[src/rtl/lcd_qd_pkg.sv]
package lcd_qd_pkg;

    localparam int unsigned NUM_COM = 4;

    typedef enum logic [1:0] {
        DRV_LOW  = 2'b00,
        DRV_MID  = 2'b01,
        DRV_HIGH = 2'b10
    } drv_e;

    // Common code: selected commons go to the rail of the current polarity.
    function automatic logic [1:0] com_code(input logic sel, input logic pol);
        drv_e c;
        if (!sel)
            c = DRV_MID;
        else if (pol)
            c = DRV_LOW;
        else
            c = DRV_HIGH;
        return c;
    endfunction

    // Segment rail: opposite of the selected common when lit, equal otherwise.
    function automatic logic seg_level(input logic lit, input logic pol);
        return lit ? pol : ~pol;
    endfunction

endpackage

[src/rtl/lcd_qd_timing.sv]
module lcd_qd_timing #(
    parameter int unsigned PHASE_DIV = 256
) (
    input  logic       clk_i,
    input  logic       rst_ni,
    input  logic       hold_i,
    output logic [1:0] phase_nx_o,
    output logic       pol_nx_o,
    output logic       run_nx_o,
    output logic       commit_o
);

    localparam int unsigned CW = (PHASE_DIV > 1) ? $clog2(PHASE_DIV) : 1;
    localparam logic [CW-1:0] CNT_LAST = CW'(PHASE_DIV - 1);

    typedef struct packed {
        logic [CW-1:0] cnt;
        logic [1:0]    phase;
        logic          pol;
        logic          run;
    } tim_t;

    tim_t st_q, st_d;
    logic commit_d;

    always_comb begin
        st_d     = st_q;
        commit_d = 1'b0;
        if (hold_i) begin
            st_d = '0;
        end else if (!st_q.run) begin
            st_d     = '0;
            st_d.run = 1'b1;
        end else if (st_q.cnt == CNT_LAST) begin
            st_d.cnt   = '0;
            st_d.phase = st_q.phase + 2'd1;
            if (st_q.phase == 2'd3)
                st_d.pol = ~st_q.pol;
            commit_d   = 1'b1;
        end else begin
            st_d.cnt = st_q.cnt + CW'(1);
        end
    end

    always_ff @(posedge clk_i or negedge rst_ni) begin
        if (!rst_ni)
            st_q <= '0;
        else
            st_q <= st_d;
    end

    assign phase_nx_o = st_d.phase;
    assign pol_nx_o   = st_d.pol;
    assign run_nx_o   = st_d.run;
    assign commit_o   = commit_d;

endmodule

[src/rtl/lcd_qd_segram.sv]
module lcd_qd_segram #(
    parameter int unsigned NUM_SEG = 19,
    parameter int unsigned IW      = 5
) (
    input  logic                 clk_i,
    input  logic                 rst_ni,
    input  logic                 wr_en_i,
    input  logic [IW-1:0]        wr_idx_i,
    input  logic [3:0]           wr_bits_i,
    input  logic                 commit_i,
    output logic [NUM_SEG*4-1:0] act_nx_o
);

    typedef logic [NUM_SEG-1:0][3:0] bank_t;

    typedef struct packed {
        bank_t shadow;
        bank_t act;
    } ram_t;

    ram_t st_q, st_d;

    always_comb begin
        st_d = st_q;
        if (commit_i)
            st_d.act = st_q.shadow;
        if (wr_en_i) begin
            for (int j = 0; j < int'(NUM_SEG); j++) begin
                if (wr_idx_i == IW'(j))
                    st_d.shadow[j] = wr_bits_i;
            end
        end
    end

    always_ff @(posedge clk_i or negedge rst_ni) begin
        if (!rst_ni)
            st_q <= '0;
        else
            st_q <= st_d;
    end

    assign act_nx_o = st_d.act;

endmodule

[src/rtl/lcd_qd_wave.sv]
module lcd_qd_wave
    import lcd_qd_pkg::*;
#(
    parameter int unsigned NUM_SEG = 19
) (
    input  logic                   clk_i,
    input  logic                   rst_ni,
    input  logic [1:0]             phase_i,
    input  logic                   pol_i,
    input  logic                   run_i,
    input  logic [NUM_SEG*4-1:0]   act_i,
    output logic [2*NUM_COM-1:0]   com_o,
    output logic [NUM_SEG-1:0]     seg_o
);

    typedef struct packed {
        logic [2*NUM_COM-1:0] com;
        logic [NUM_SEG-1:0]   seg;
    } out_t;

    out_t st_q, st_d;
    logic [2*NUM_COM-1:0] com_w;
    logic [NUM_SEG-1:0]   seg_w;

    for (genvar c = 0; c < int'(NUM_COM); c++) begin : g_com
        assign com_w[2*c +: 2] = com_code(phase_i == 2'(c), pol_i);
    end

    for (genvar j = 0; j < int'(NUM_SEG); j++) begin : g_seg
        logic [3:0] nib;
        assign nib      = act_i[4*j +: 4];
        assign seg_w[j] = seg_level(nib[phase_i], pol_i);
    end

    always_comb begin
        st_d = '0;
        if (run_i) begin
            st_d.com = com_w;
            st_d.seg = seg_w;
        end
    end

    always_ff @(posedge clk_i or negedge rst_ni) begin
        if (!rst_ni)
            st_q <= '0;
        else
            st_q <= st_d;
    end

    assign com_o = st_q.com;
    assign seg_o = st_q.seg;

endmodule

[src/rtl/lcd_quarter_drive.sv]
module lcd_quarter_drive #(
    parameter int unsigned NUM_SEG  = 19,
    parameter int unsigned REF_HZ   = 76800,
    parameter int unsigned FRAME_HZ = 75,
    parameter int unsigned IW       = (NUM_SEG > 1) ? $clog2(NUM_SEG) : 1
) (
    input  logic               clk_i,
    input  logic               rst_ni,
    input  logic               backup_i,
    input  logic               wr_en_i,
    input  logic [IW-1:0]      wr_idx_i,
    input  logic [3:0]         wr_bits_i,
    output logic [7:0]         com_o,
    output logic [NUM_SEG-1:0] seg_o
);

    localparam int unsigned PHASE_DIV = REF_HZ / (FRAME_HZ * 4);

    logic [1:0]           phase_nx;
    logic                 pol_nx;
    logic                 run_nx;
    logic                 commit;
    logic [NUM_SEG*4-1:0] act_nx;

    lcd_qd_timing #(.PHASE_DIV(PHASE_DIV)) u_timing (
        .clk_i      (clk_i),
        .rst_ni     (rst_ni),
        .hold_i     (backup_i),
        .phase_nx_o (phase_nx),
        .pol_nx_o   (pol_nx),
        .run_nx_o   (run_nx),
        .commit_o   (commit)
    );

    lcd_qd_segram #(.NUM_SEG(NUM_SEG), .IW(IW)) u_segram (
        .clk_i     (clk_i),
        .rst_ni    (rst_ni),
        .wr_en_i   (wr_en_i),
        .wr_idx_i  (wr_idx_i),
        .wr_bits_i (wr_bits_i),
        .commit_i  (commit),
        .act_nx_o  (act_nx)
    );

    lcd_qd_wave #(.NUM_SEG(NUM_SEG)) u_wave (
        .clk_i   (clk_i),
        .rst_ni  (rst_ni),
        .phase_i (phase_nx),
        .pol_i   (pol_nx),
        .run_i   (run_nx),
        .act_i   (act_nx),
        .com_o   (com_o),
        .seg_o   (seg_o)
    );

endmodule

[config.mk]
export PLATFORM = sky130hd
export DESIGN_NAME = lcd_quarter_drive
export DESIGN_NICKNAME = d
export VERILOG_FILES = /design/src/rtl/lcd_qd_pkg.sv /design/src/rtl/lcd_qd_timing.sv /design/src/rtl/lcd_qd_segram.sv /design/src/rtl/lcd_qd_wave.sv /design/src/rtl/lcd_quarter_drive.sv
export SDC_FILE = /design/constraint.sdc
export NUM_CORES = 1
export LEC_CHECK = 0
export ABC_CLOCK_PERIOD_IN_PS = 2200
export BUFFER_PORTS_ARGS = -buffer_cell sky130_fd_sc_hd__buf_2
export CAP_MARGIN = 15
export CORE_ASPECT_RATIO = 0.9
export CORE_MARGIN = 2
export CORE_UTILIZATION = 50
export CTS_BUF_LIST = sky130_fd_sc_hd__clkbuf_8 sky130_fd_sc_hd__clkbuf_16
export DETAILED_ROUTE_END_ITERATION = 10
export GPL_TIMING_DRIVEN = 0
export PLACE_DENSITY = 0.69
export SLEW_MARGIN = 10
export SYNTH_ARGS = -nofsm -noshare
export SYNTH_HDL_FRONTEND = slang
export SYNTH_SLANG_ARGS = --single-unit
[constraint.sdc]
create_clock -name clk_i -period 2.2 [get_ports clk_i]
set_clock_uncertainty 0.2 [all_clocks]
set_input_delay 0.11 -clock clk_i [delete_from_list [all_inputs] [get_ports clk_i]]
set_output_delay 0.11 -clock clk_i [all_outputs]
set_load 0.02 [all_outputs]
==> results.json <==
{
  "syn_area_per_cell_um2": 11.3,
  "p_int_mw": 5.90,
  "rrSetupSlack_ps": -310,
  "vias": 7650,
  "switching_share_pct": 25.5,
  "synth_edf_count": 0,
  "antennaDiodeCount": 0,
  "drive_gt1_share_pct": 43.8,
  "p_total_mw": 7.92,
  "r2r_cells": 8,
  "synth_top_area_share_pct": 53.0,
  "drt-vias-per-instance": 6.81,
  "synthToLayoutAreaGrowth_pct": 31.6,
  "rows": 46,
  "dpl_cell_area_um2": 9560,
  "crit_family": "simple AND/OR/NAND/NOR gates",
  "ys_seq_area_share_pct": 53.0,
  "setup_viol": 20,
  "layout_min_cycle_time_ps": 2510,
  "vdd_drop_max_v": 0.000667,
  "slowest_delay_ps": 420,
  "final_nets": 887,
  "grt_pass1_wl_mm": 43.1,
  "synth.most_common_cell": "dfrtp_1",
  "synth-async-reset-ratio_pct": 100,
  "antenna_found_initial": 0,
  "cp_num_buf_inv": 2,
  "syn-num-nets": 813,
  "synthCells": 798,
  "ys.flop_type": "dfrtp_1",
  "utilization_pct": 67.2,
  "leakage_nw": 5.54,
  "htree_levels": 4,
  "initial_core_util_pct": 51.1,
  "cts_tree": "yes",
  "drt-pass1-iter-count": 7,
  "die_height_um": 131,
  "nFillCells": 1263,
  "start_kind": "flip-flop",
  "criticalPathCategory": "reg -> reg",
  "p_per_area_nw_per_um2": 666,
  "first_iter_violations": 930,
  "place.gp.congestion": 0.924,
  "fmaxAchievable_mhz": 398,
  "dpl.hpwl_mm": 19.1,
  "io_buffers": 33,
  "min_delay_path_depth": 3,
  "yosys_warnings": 0,
  "ctsRootBufferMaster": "clkbuf_16",
  "slew_violations": 0,
  "ys_ff_latch": 191,
  "path_common_cell": "buf_8",
  "min-delay-start": "wr_idx_i[4]",
  "wirelength_mm": 29.6,
  "tightestPinTransition_ps": 820,
  "holdCritPathClass": "in -> reg",
  "rr_endpoint": "u_wave.seg_o[8]",
  "synth_top_area_cell": "dfrtp_1",
  "final_area_um2": 11900,
  "ff_latch_area_um2": 4780,
  "pwr-share-clk_pct": 40.6,
  "critPathRequiredTime_ps": 2360,
  "period_share_pct": 114,
  "syn-cell-area_um2": 9020,
  "overflow": 0,
  "ant_nets": 0,
  "die_w_um": 146,
  "finalWorstSetupSlack_ps": -314,
  "io_pins": 40,
  "path_clk_slew_ps": 70,
  "relSlewSlack_pct": 45.4,
  "crit_fanout": 10,
  "yosysUniqueCellTypes": 38,
  "yosys-top-cells-count": "dfrtp_1 (191), nand2_1 (94), nand4_1 (80)",
  "seqPwrFrac_pct": 51.4,
  "grtUsageTotal_pct": 29.8,
  "clock_latency_ps": 440,
  "r2r-start": "u_timing.st_q[4]",
  "core_um2": 17700,
  "drc": 0,
  "p_comb_share_pct": 8.0,
  "finalHoldViolCount": 0,
  "min_to": "u_segram.st_q[145]",
  "grt_max_degree": 97,
  "switchingPower_mw": 2.02,
  "multiInputGateArea_um2": 5180,
  "cts_buffers": 17,
  "violations": "negative setup slack",
  "synth.area.top_cells": "dfrtp_1 (53%), mux2_2 (9.5%), o31ai_1 (6.3%)",
  "clock-sinks": 191,
  "cp_cell_sequence": "ha_4 > nand4_4 > buf_8 > buf_8 > o31ai_4 > a32oi_2 > nor4_2 > mux2i_1",
  "die-area_um2": 19100,
  "grt_pass1_vias": 7023,
  "rsz0062_at_grt": "yes",
  "clk_path_buf_depth": 2,
  "arrival_ps": 2670,
  "maxCapViolations": 0,
  "cp_slowest_cell": "nor4_2",
  "wl_per_cell_um": 26.4,
  "outcome": "complete, but fails checks",
  "fin_tns_setup_ps": -5140,
  "cp-end-kind": "flip-flop"
}
## power by group through the flow
stage	combinational (mW)	sequential, mW	clock (mW)
3_3_place_gp	0.552	4.10	0
2_1_floorplan	0.362	4.00	0
4_1_cts	0.609	4.04	3.21
3_5_place_dp	0.578	4.10	0
6_report	0.630	4.07	3.22
5_1_grt	0.693	4.08	3.37
## timing repair
| item | 4_1_cts | 5_1_grt |
|---|---|---|
| endpoints found under the setup margin | 34 | 24 |
| pin swaps | 23 | 43 |
| gates resized for setup | 188 | 134 |
| setup buffers | 6 | 13 |
| hold endpoints to repair | 99 | 0 |
| hold buffers | 2 | 0 |
## cells by family after synthesis
logic type / Yosys count / synth area share (%)
adders and majority gates: 2 / 0.277
muxes: 95 / 11.6
buffers and inverters: 97 / 4.69
xor gates and xnor gates: 7 / 0.679
DFF: 191 / 53.0
and+or+nand+nor: 244 / 14.1
AOI/OAI and AO/OA: 162 / 15.7
## worst register-to-register path, delay by kind of cell (launching register included)
kind                       cells  cell delay, ps
adders and majority gates      1             180
DFF                            1             410
AOI/OAI and AO/OA              2             370
buffers and inverters          2             400
muxes                          1             240
and+or+nand+nor                2             630
## sequential cells by signal, indices dropped and copies added, names as in the netlist
register       cells
u_wave.seg_o      19
u_wave.com_o       8
u_timing.st_q     12
u_segram.st_q    152
## layer usage
layer  share of wire [%]  up-vias  global-route usage [%]
li1                    -     3243                       -
met2                  45      439                    43.4
met1                  42     3892                    42.4
met5                   0        -                       0
met4                 3.1        0                    9.86
met3                  10       76                    9.69
## cell type report
type / instances / share of cell area, %
Multi-Input combinational cell: 510 / 43.6
Timing Repair Buffer: 56 / 3.21
Inverter: 4 / 0.126
Clock buffer: 18 / 3.70
Clock inverter: 13 / 1.37
Tap cell: 240 / 2.53
Sequential cell: 191 / 40.3
Buffer: 92 / 5.24
## worst max-delay path by stage
stage                startpoint           endpoint  slack [ps]  depth (start not counted)
3_5_place_dp   u_timing.st_q[4]   u_wave.seg_o[10]        -670                          7
2_1_floorplan  u_timing.st_q[4]   u_wave.seg_o[15]          30                          7
6_report       u_timing.st_q[4]    u_wave.seg_o[8]        -310                          8
3_3_place_gp             rst_ni  u_segram.st_q[91]       -2330                          1
5_1_grt        u_timing.st_q[4]   u_wave.seg_o[16]        -400                          8
4_1_cts        u_timing.st_q[4]    u_wave.seg_o[0]        -260                          7
## per-stage QoR
step / setup slack, ps / instances / hold WS (ps)
after detailed placement: -673 / 1072 / -10.7
final: -314 / 1124 / 22.2
after CTS: -259 / 1111 / 30.0
after floorplan: 28.4 / 798 / -386
after global routing: -403 / 1124 / 52.3
after global placement: -2330 / 1071 / 147
## placed cells by master (no fill, tap or decap), types with 3 or more instances in the layout
cell	synthesis	layout
dfrtp_1	191	190
nand2_1	94	94
nand4_1	80	80
mux2_2	76	76
buf_2	20	43
o31ai_4	0	37
buf_4	1	31
o31ai_2	0	31
a221oi_2	19	29
clkbuf_2	0	22
mux2i_1	19	19
nor2_1	18	18
a221oi_4	0	18
clkbuf_16	0	17
clkbuf_1	55	16
clkbuf_4	0	13
a32oi_2	0	11
nor4_2	1	11
a221oi_1	38	10
o31ai_1	76	8
nor4_4	0	8
a32oi_1	19	8
nor2b_1	7	7
buf_6	4	7
and3_1	5	5
buf_8	0	5
inv_1	4	5
clkbuf_8	0	5
nand3_1	6	5
xor2_1	4	4
buf_1	13	3
and2_1	3	3
xnor2_1	3	3
clkinv_4	0	3
bufinv_16	0	3
Power figures use the tool's default switching activity.
